## src/rtl/sbb_pkg.sv

```systemverilog
package sbb_pkg;
    localparam int ADDR_W = 10;
    localparam int DATA_W = 32;
    localparam int IDX_W  = 6;
    localparam int BND_W  = 8;

    localparam logic [IDX_W-1:0] W_SECCFG  = 6'd0;
    localparam logic [IDX_W-1:0] W_PRIVCFG = 6'd1;
    localparam logic [IDX_W-1:0] W_HWCFG   = 6'd2;
    localparam logic [IDX_W-1:0] W_STATUS  = 6'd3;

    typedef enum logic [1:0] {
        ZONE_1 = 2'd1,
        ZONE_2 = 2'd2,
        ZONE_3 = 2'd3
    } zone_e;

    typedef struct packed {
        logic [BND_W-1:0]  z2;
        logic [BND_W-1:0]  z3;
        logic              ctrl_sec;
        logic              bkp_rw_priv;
        logic              bkp_w_priv;
        logic              sticky;
        logic              rsp_valid;
        logic              rsp_err;
        logic [DATA_W-1:0] rsp_rdata;
    } state_t;
endpackage

```

## src/rtl/bkp_zone_decode.sv

```systemverilog
module bkp_zone_decode
    import sbb_pkg::*;
#(
    parameter int NUM_REGS = 32
) (
    input  logic [IDX_W-1:0] idx,
    input  logic [BND_W-1:0] z2_start,
    input  logic [BND_W-1:0] z3_start,
    output zone_e            zone
);
    localparam logic [BND_W-1:0] LIMIT = BND_W'(NUM_REGS);

    logic [BND_W-1:0] b2;
    logic [BND_W-1:0] b3;
    logic [BND_W-1:0] idx_w;

    always_comb begin
        b2    = (z2_start > LIMIT) ? LIMIT : z2_start;
        b3    = (z3_start > LIMIT) ? LIMIT : z3_start;
        idx_w = {{(BND_W-IDX_W){1'b0}}, idx};
        if (idx_w >= b3)      zone = ZONE_3;
        else if (idx_w >= b2) zone = ZONE_2;
        else                  zone = ZONE_1;
    end

    always_comb begin
        if (z3_start == '0) begin
            AST_EMPTY_LOW_ZONES: assert (zone == ZONE_3);
        end
    end
endmodule

```

## src/rtl/bkp_store.sv

```systemverilog
module bkp_store
    import sbb_pkg::*;
#(
    parameter int NUM_REGS = 32
) (
    input  logic              clk,
    input  logic              rst_n,
    input  logic              wr_en,
    input  logic [IDX_W-1:0]  idx,
    input  logic [DATA_W-1:0] wdata,
    output logic [DATA_W-1:0] rdata
);
    localparam logic [IDX_W:0] LIMIT = (IDX_W+1)'(NUM_REGS);

    logic [DATA_W-1:0] mem_d [NUM_REGS];
    logic [DATA_W-1:0] mem_q [NUM_REGS];
    logic              in_range;

    always_comb begin
        in_range = {1'b0, idx} < LIMIT;
        for (int i = 0; i < NUM_REGS; i++) begin
            mem_d[i] = mem_q[i];
            if (wr_en && in_range && (idx == IDX_W'(i))) mem_d[i] = wdata;
        end
        rdata = '0;
        for (int i = 0; i < NUM_REGS; i++) begin
            if (idx == IDX_W'(i)) rdata = mem_q[i];
        end
    end

    always_ff @(posedge clk or negedge rst_n) begin
        if (!rst_n) begin
            for (int i = 0; i < NUM_REGS; i++) mem_q[i] <= '0;
        end else begin
            for (int i = 0; i < NUM_REGS; i++) mem_q[i] <= mem_d[i];
        end
    end
endmodule

```

## src/rtl/secure_backup_bank.sv

```systemverilog
module secure_backup_bank
    import sbb_pkg::*;
#(
    parameter int NUM_REGS = 32
) (
    input  logic              clk,
    input  logic              rst_n,
    input  logic              req_valid,
    input  logic              req_write,
    input  logic [ADDR_W-1:0] req_addr,
    input  logic [DATA_W-1:0] req_wdata,
    input  logic              req_secure,
    input  logic              req_priv,
    output logic              rsp_valid,
    output logic [DATA_W-1:0] rsp_rdata,
    output logic              rsp_err
);
    localparam logic [BND_W-1:0] NREG8 = BND_W'(NUM_REGS);

    state_t            st_d, st_q;
    logic [IDX_W-1:0]  word;
    logic              is_ctrl, is_bkp;
    zone_e             zone;
    logic [DATA_W-1:0] store_rdata;
    logic [DATA_W-1:0] ctrl_rdata;
    logic              ctrl_ok, bkp_zone_ok, bkp_priv_ok, granted;
    logic              store_we;

    bkp_zone_decode #(.NUM_REGS(NUM_REGS)) u_zone (
        .idx      (word),
        .z2_start (st_q.z2),
        .z3_start (st_q.z3),
        .zone     (zone)
    );

    bkp_store #(.NUM_REGS(NUM_REGS)) u_store (
        .clk   (clk),
        .rst_n (rst_n),
        .wr_en (store_we),
        .idx   (word),
        .wdata (req_wdata),
        .rdata (store_rdata)
    );

    always_comb begin
        word    = req_addr[7:2];
        is_ctrl = (req_addr[9:8] == 2'b00) && (word < 6'd4);
        is_bkp  = (req_addr[9:8] == 2'b01) && ({2'b00, word} < NREG8);

        // control word permissions
        if (req_write) ctrl_ok = req_secure && req_priv && (word != W_HWCFG);
        else           ctrl_ok = (word == W_HWCFG) || req_secure || !st_q.ctrl_sec;

        // backup permissions: zone rights then privilege restrictions
        bkp_zone_ok = req_secure || (zone == ZONE_3) || ((zone == ZONE_2) && !req_write);
        bkp_priv_ok = req_priv || (!st_q.bkp_rw_priv && !(req_write && st_q.bkp_w_priv));

        granted = is_ctrl ? ctrl_ok : (is_bkp && bkp_zone_ok && bkp_priv_ok);

        case (word)
            W_SECCFG:  ctrl_rdata = {st_q.ctrl_sec, 7'b0, st_q.z3, 8'b0, st_q.z2};
            W_PRIVCFG: ctrl_rdata = {1'b0, st_q.bkp_w_priv, st_q.bkp_rw_priv, 29'b0};
            W_HWCFG:   ctrl_rdata = {24'b0, NREG8};
            default:   ctrl_rdata = {31'b0, st_q.sticky};
        endcase

        store_we = req_valid && req_write && is_bkp && granted;

        st_d           = st_q;
        st_d.rsp_valid = req_valid;
        st_d.rsp_err   = req_valid && !granted;
        st_d.rsp_rdata = '0;
        if (req_valid && granted && !req_write)
            st_d.rsp_rdata = is_ctrl ? ctrl_rdata : store_rdata;

        if (req_valid && granted && req_write && is_ctrl) begin
            case (word)
                W_SECCFG: begin
                    st_d.z2       = req_wdata[7:0];
                    st_d.z3       = req_wdata[23:16];
                    st_d.ctrl_sec = req_wdata[31];
                end
                W_PRIVCFG: begin
                    st_d.bkp_rw_priv = req_wdata[29];
                    st_d.bkp_w_priv  = req_wdata[30];
                end
                W_STATUS: if (req_wdata[0]) st_d.sticky = 1'b0;
                default: ;
            endcase
        end
        if (req_valid && !granted) st_d.sticky = 1'b1;
    end

    always_ff @(posedge clk or negedge rst_n) begin
        if (!rst_n) st_q <= '0;
        else        st_q <= st_d;
    end

    assign rsp_valid = st_q.rsp_valid;
    assign rsp_err   = st_q.rsp_err;
    assign rsp_rdata = st_q.rsp_rdata;

    AST_RSP_FOLLOWS_REQ: assert property (@(posedge clk) disable iff (!rst_n)
        req_valid |=> rsp_valid);
    AST_NO_SPURIOUS_RSP: assert property (@(posedge clk) disable iff (!rst_n)
        !req_valid |=> !rsp_valid);
    AST_ERR_ZERO_DATA: assert property (@(posedge clk) disable iff (!rst_n)
        rsp_err |-> (rsp_valid && rsp_rdata == '0));
    AST_ERR_STICKS: assert property (@(posedge clk) disable iff (!rst_n)
        rsp_err |-> st_q.sticky);
    AST_NS_ZONE1_REFUSED: assert property (@(posedge clk) disable iff (!rst_n)
        (req_valid && is_bkp && !req_secure && zone == ZONE_1) |=> rsp_err);
    AST_CFG_WRITE_GUARD: assert property (@(posedge clk) disable iff (!rst_n)
        (req_valid && req_write && !(req_secure && req_priv)) |=>
            ($stable(st_q.z2) && $stable(st_q.z3) && $stable(st_q.ctrl_sec)
             && $stable(st_q.bkp_rw_priv) && $stable(st_q.bkp_w_priv)));
endmodule

```

## config.mk

```make
export PLATFORM = sky130hd
export DESIGN_NAME = secure_backup_bank
export DESIGN_NICKNAME = d
export VERILOG_FILES = /design/src/rtl/sbb_pkg.sv /design/src/rtl/bkp_zone_decode.sv /design/src/rtl/bkp_store.sv /design/src/rtl/secure_backup_bank.sv
export SDC_FILE = /design/constraint.sdc
export NUM_CORES = 2
export LEC_CHECK = 0
export ABC_CLOCK_PERIOD_IN_PS = 9800
export BUFFER_PORTS_ARGS = -buffer_cell sky130_fd_sc_hd__buf_2
export CAP_MARGIN = 10
export CORE_ASPECT_RATIO = 0.5
export CORE_MARGIN = 10
export CORE_UTILIZATION = 55
export CTS_CLUSTER_SIZE = 12
export DETAILED_ROUTE_END_ITERATION = 16
export GPL_TIMING_DRIVEN = 0
export PLACE_DENSITY = 0.71
export SLEW_MARGIN = 10
export SYNTH_ARGS = -nofsm -noshare
export SYNTH_HDL_FRONTEND = slang
export SYNTH_SLANG_ARGS = --single-unit
```

## constraint.sdc

```tcl
create_clock -name clk -period 9.8 [get_ports clk]
set_clock_uncertainty 0.1 [all_clocks]
set_input_delay 1.47 -clock clk [delete_from_list [all_inputs] [get_ports clk]]
set_output_delay 1.47 -clock clk [all_outputs]
set_load 0.03 [all_outputs]
```

# Word-level counts from Yosys, hierarchy flattened
# Index checks and enable logic that the tools add are counted.
[op_classes]
n_lt_le_gt_ge = 7
n_eq_ne = 35
muxes = 45
reduce_logical = 68
[op_table]
columns = ["operator", "count"]
rows = [
  ["2-to-1 mux 32 bit", 34],
  ["== test 6 x 5 -> 1 bit, second input constant", 16],
  ["case mux 32 bit (3 select lines)", 1],
  ["logical AND 1 bit", 50],
  ["== test 6 x 4 -> 1 bit, second input constant", 8],
  ["== test 6 x 3 -> 1 bit, second input constant", 4],
  [">= comparator 6 x 8 -> 1 bit", 2],
  ["greater-than comparator 8 x 6 -> 1 bit, second input constant", 2],
  ["2-to-1 mux 8 bit", 2],
  ["== test 6 x 2 -> 1 bit, second input constant", 2],
  ["less-than comparator 6 bit, second input constant", 2],
  ["== test 6 x 1 -> 1 bit, second input constant", 1],
  ["zero test 6 bit", 1],
  ["less-than comparator 6 x 3 -> 1 bit, second input constant", 1],
  ["2-to-1 mux 1 bit", 6],
  ["inequality test 6 x 2 -> 1 bit, second input constant", 1],
  ["nonzero test 2 bit", 3],
  ["zero test 1 bit", 5],
  ["logical OR 1 bit", 5],
  ["== test 2 bit, second input constant", 2],
  ["2-to-1 mux 2 bit", 2],
  ["AND reduction 2 bit", 2],
  ["AND reduction 3 bit", 1],
  ["== test 2 x 1 -> 1 bit, second input constant", 1],
  ["zero test 2 bit", 1],
]
[totals]
register_bits = 1078
word_cells = 196

# Longest topological paths before layout
[depth]
ltp_word = 35
depth_mapped = 15
depth_no_buf = 10

# Cells and area by module
# From an unflattened synthesis, not the netlist that was laid out.
[hier_totals]
cells_unflattened = 3884
hier_area_um2 = 50233.2
[by_module_without_submodules]
columns = ["mod", "n_inst", "cells_per_inst", "area_each_um2", "seq_area_each_um2"]
rows = [
  ["bkp_store", 1, 3634, 47456.8, 25624.6],
  ["secure_backup_bank", 1, 209, 2447.3, 1351.3],
  ["bkp_zone_decode", 1, 41, 329.1, 0.0],
]

# Worst setup path before layout
# No wires, ideal clock.
[synth_timing]
path_type = "input -> register"
start = "input port req_addr[2]"
end = "register st_q, in the netlist rsp_rdata[19]"
arrival_time_ps = 4706
t_required_ps = 9564
setup_slack_ps = 4858
stages = 14
path_buffers = 5
cell_sequence = "buf_2 > clkbuf_1 > inv_1 > clkbuf_1 > clkbuf_1 > ha_1 > nand2b_1 > a2111o_1 > a31o_2 > a21oi_1 > a21boi_0 > o21ai_1 > clkbuf_1 > nor3_1"
[synth_lines]
columns = ["item", "line_no", "source"]
rows = [
  ["start: declaration", "secure_backup_bank.sv:10", "input logic [ADDR_W-1:0] req_addr,"],
  ["end signal: assignment", "secure_backup_bank.sv:96", "else st_q <= st_d;"],
  ["end: declaration", "secure_backup_bank.sv:20", "state_t st_d, st_q;"],
]

==> out/metrics.yaml <==
clock_tree:
  cts_root_buf: "clkbuf_16"
  cts-buffers-inserted: 101
  ctsResizeCount: 0
  ctsHtreeMaxLevel: 3
  tritoncts: "done"
  cts_setup_buffers: 0
  clk_path_buf_depth: 3
  clock_latency_ns: 0.73
  cts_hold_buf: 0
  clkTransAtPathRegs_ns: 0.06
  clock_sinks: 1078
synth:
  synth_edf_count: 0
  ys.flop_type: "dfrtp_1"
  ys_warn_count: 0
  synth_top_area_cell: "dfrtp_1"
  synth.distinct_cells: 73
  netlist_area_um2: 49100
  syn_nets: 3855
  synthesis.instances: 3795
  async_reset_ff_share_pct: 100
  ys_ff_latch: 1078
  ys_seq_area_share_pct: 55.0
  synth_top_area_share_pct: 55.0
  postSynthAreaPerCell_um2: 12.9
  ys_top_cells_by_area: "dfrtp_1, mux2_2, mux2_1"
timing:
  worstMarginPinSlew_ns: 1.46
  finalHoldViolations: 0
  relSlewSlack_pct: 2.80
  fin_crit_sh_pct: 82.4
  rsz0062_at_grt: "false"
  hold_ws_ns: 0.383
  fmax_ghz: 0.124
  tns_ns: 0
  period_minus_slack_ns: 8.08
  slew_viol_final: 0
  worst_slack_ns: 1.72
  finalSetupViolCount: 0
global_routing:
  met1_usage_pct: 49.7
  grt_use_total_pct: 38.9
  grt_pass1_wl_um: 282000
  grt_pass1_vias: 37000
  grtUsageMet2_pct: 52.4
  grt_max_degree: 152
  grt_busiest_layer: "met2"
  grt_overflow: 0
  antenna_found_initial: 25
  met3_usage_pct: 21.6
cells_and_area:
  syn_to_final_growth_pct: 10.3
  post-route-util_pct: 61.2
  fillers: 7004
  final_layout_size_suffix_gt1_share_pct: 35.6
  nNetsFinal: 4051
place:
  port_buffers: 79
  hpwl_um: 146000
  gp_congestion: 1.03
  post-place-ws_ns: 1.35
worst_setup_path:
  crit_fanout: 11
  worst-path-buf-inv: 7
  crit_chain: "buf_2 > buf_2 > clkbuf_1 > inv_1 > clkbuf_2 > clkbuf_2 > ha_1 > nand2b_1 > a2111o_1 > a31o_2 > a21oi_1 > a21boi_0 > o21ai_1 > clkbuf_1 > nor3_1"
  cp_slowest_cell: "clkbuf_1"
  max_stage_delay_ns: 1.02
  startpoint_type: "input pin"
  crit_family: "buffers and inverters"
  endpoint_kind: "register"
  arrival_ns: 8.51
  cp.required_ns: 10.24
  critical_path_class: "input pin to register"
die:
  dieArea_um2: 102000
  floorplan.rows: 77
  num_io_pins: 82
  die_x_um: 442
  start_util_pct: 55.5
  core_um2: 88400
  die_y_um: 231
run_status:
  status: "completed"
detailed_routing:
  wl_per_cell_um: 39.3
  drt_pass1_iterations: 8
  drt_iter0_markers: 6101
  avgViaCountPerCell: 7.24
  ant_nets: 0
  drc: 0
  vias: 37700
  drt-total-wl_um: 205000
power_and_ir_drop:
  peakVddDrop_uv: 124
  p_leak_nw: 26.6
  finalPower_mw: 8.63
  power_density_nw_per_um2: 159
run:
  maxCapViolCount: 0
min_path:
  hp-class: "register to register"
## metrics by stage
stage,instances,cell area [µm²]
after floorplan,3795,49100
after global placement,5059,51000
after detailed placement,5072,51300
after CTS,5201,54100
after global routing,5204,54100
final,5214,54200
## worst register-to-register path, cell delays in order, from the launching register on
cell and delay (ns):
dfrtp_1 0.44, nor3_1 0.68, and2_1 0.23, ha_1 0.22
nand2b_1 0.14, a2111o_1 0.40, a31o_2 0.25, a21oi_1 0.20
a21boi_0 0.15, o21ai_1 0.87, clkbuf_1 0.80, nor3_1 0.18
## registers in the layout (all words and copies together) (netlist names)
register	cells
rsp_err	1
rsp_rdata	32
rsp_valid	1
st_q	20
u_store.mem_q	1024
## routing by layer
layer	part of all wire, %	wire [µm]
met4	6.0	12300
met5	0.060	122
met1	38	77500
met3	17	34600
met2	39	80400
## cell type report
type | count | area, µm² | area share (%)
flip-flops and latches | 1078 | 27000 | 49.8
multi-input cells | 2326 | 20400 | 37.7
clock buffers | 124 | 2710 | 5.00
plain buffers | 385 | 1790 | 3.31
well taps | 1185 | 1480 | 2.74
repair buffers | 93 | 701 | 1.29
clock inverters | 5 | 47.5 | 0.0878
diodes | 12 | 30.0 | 0.0555
inverters | 6 | 22.5 | 0.0416
## synthesized netlist by cell type (all sizes together), types with 13 or more instances
master,count
and3,30
a211oi,19
a222oi,16
a31oi,17
a22o,18
buf,178
a221oi,37
o21ai,122
nand2,127
nor4,14
clkbuf,207
a2111oi,19
o22ai,34
a21oi,140
nand3,30
mux2i,49
mux2,1061
nor3,34
dfrtp,1078
mux4,24
nand4,19
nor2,165
o221ai,13
a22oi,164
## power by group
| part | total, mW | switching (mW) | internal [mW] |
|---|---|---|---|
| registers | 4.47 | 0.00553 | 4.46 |
| logic | 0.516 | 0.429 | 0.0862 |
| clock network | 3.64 | 1.73 | 1.91 |
| total | 8.63 | 2.17 | 6.46 |
## path summary, 6_finish.rpt
kind,start,to,slack [ns],cells past startpoint
worst max register to register,st_q[53]$_DFFE_PN0P_,rsp_rdata[19]$_DFF_PN0_,4.97,11
max in group asynchronous,rst_n,u_store.mem_q[215]$_DFFE_PN0P_,6.41,4
worst max-delay path,req_addr[2],rsp_rdata[19]$_DFF_PN0_,1.72,15
min in group asynchronous,rst_n,u_store.mem_q[852]$_DFFE_PN0P_,0.60,1
worst min register to register,u_store.mem_q[660]$_DFFE_PN0P_,u_store.mem_q[660]$_DFFE_PN0P_,0.38,1
worst min-delay path,u_store.mem_q[660]$_DFFE_PN0P_,u_store.mem_q[660]$_DFFE_PN0P_,0.38,1
## cells in the final DEF (no fill, tap or decap), types with 30 or more instances in the layout
| master | instances |
|---|---|
| nand2_1 | 127 |
| mux2_1 | 124 |
| a21oi_1 | 140 |
| and3_1 | 30 |
| nor2_2 | 39 |
| dfrtp_1 | 1078 |
| o21ai_0 | 120 |
| o22ai_1 | 34 |
| nor2_1 | 126 |
| a22oi_1 | 164 |
| clkbuf_1 | 186 |
| buf_2 | 206 |
| mux2_2 | 937 |
| a221oi_1 | 37 |
| nand3_1 | 30 |
| clkbuf_2 | 40 |
| buf_4 | 36 |
| mux2i_1 | 49 |
| clkbuf_16 | 104 |
## kinds of logic (layout without fill, tap and decap cells)
group / after synthesis / after routing / share of synthesized area [%]
fa+ha+maj: 12 / 12 / 0.306
mux: 1134 / 1134 / 26.4
buf+inv: 391 / 613 / 3.58
flops: 1078 / 1078 / 55.0
other cells: 0 / 12 / 0
simple gates: 473 / 473 / 4.83
compound gates: 707 / 707 / 9.89
(Power assumes the default switching activity.)
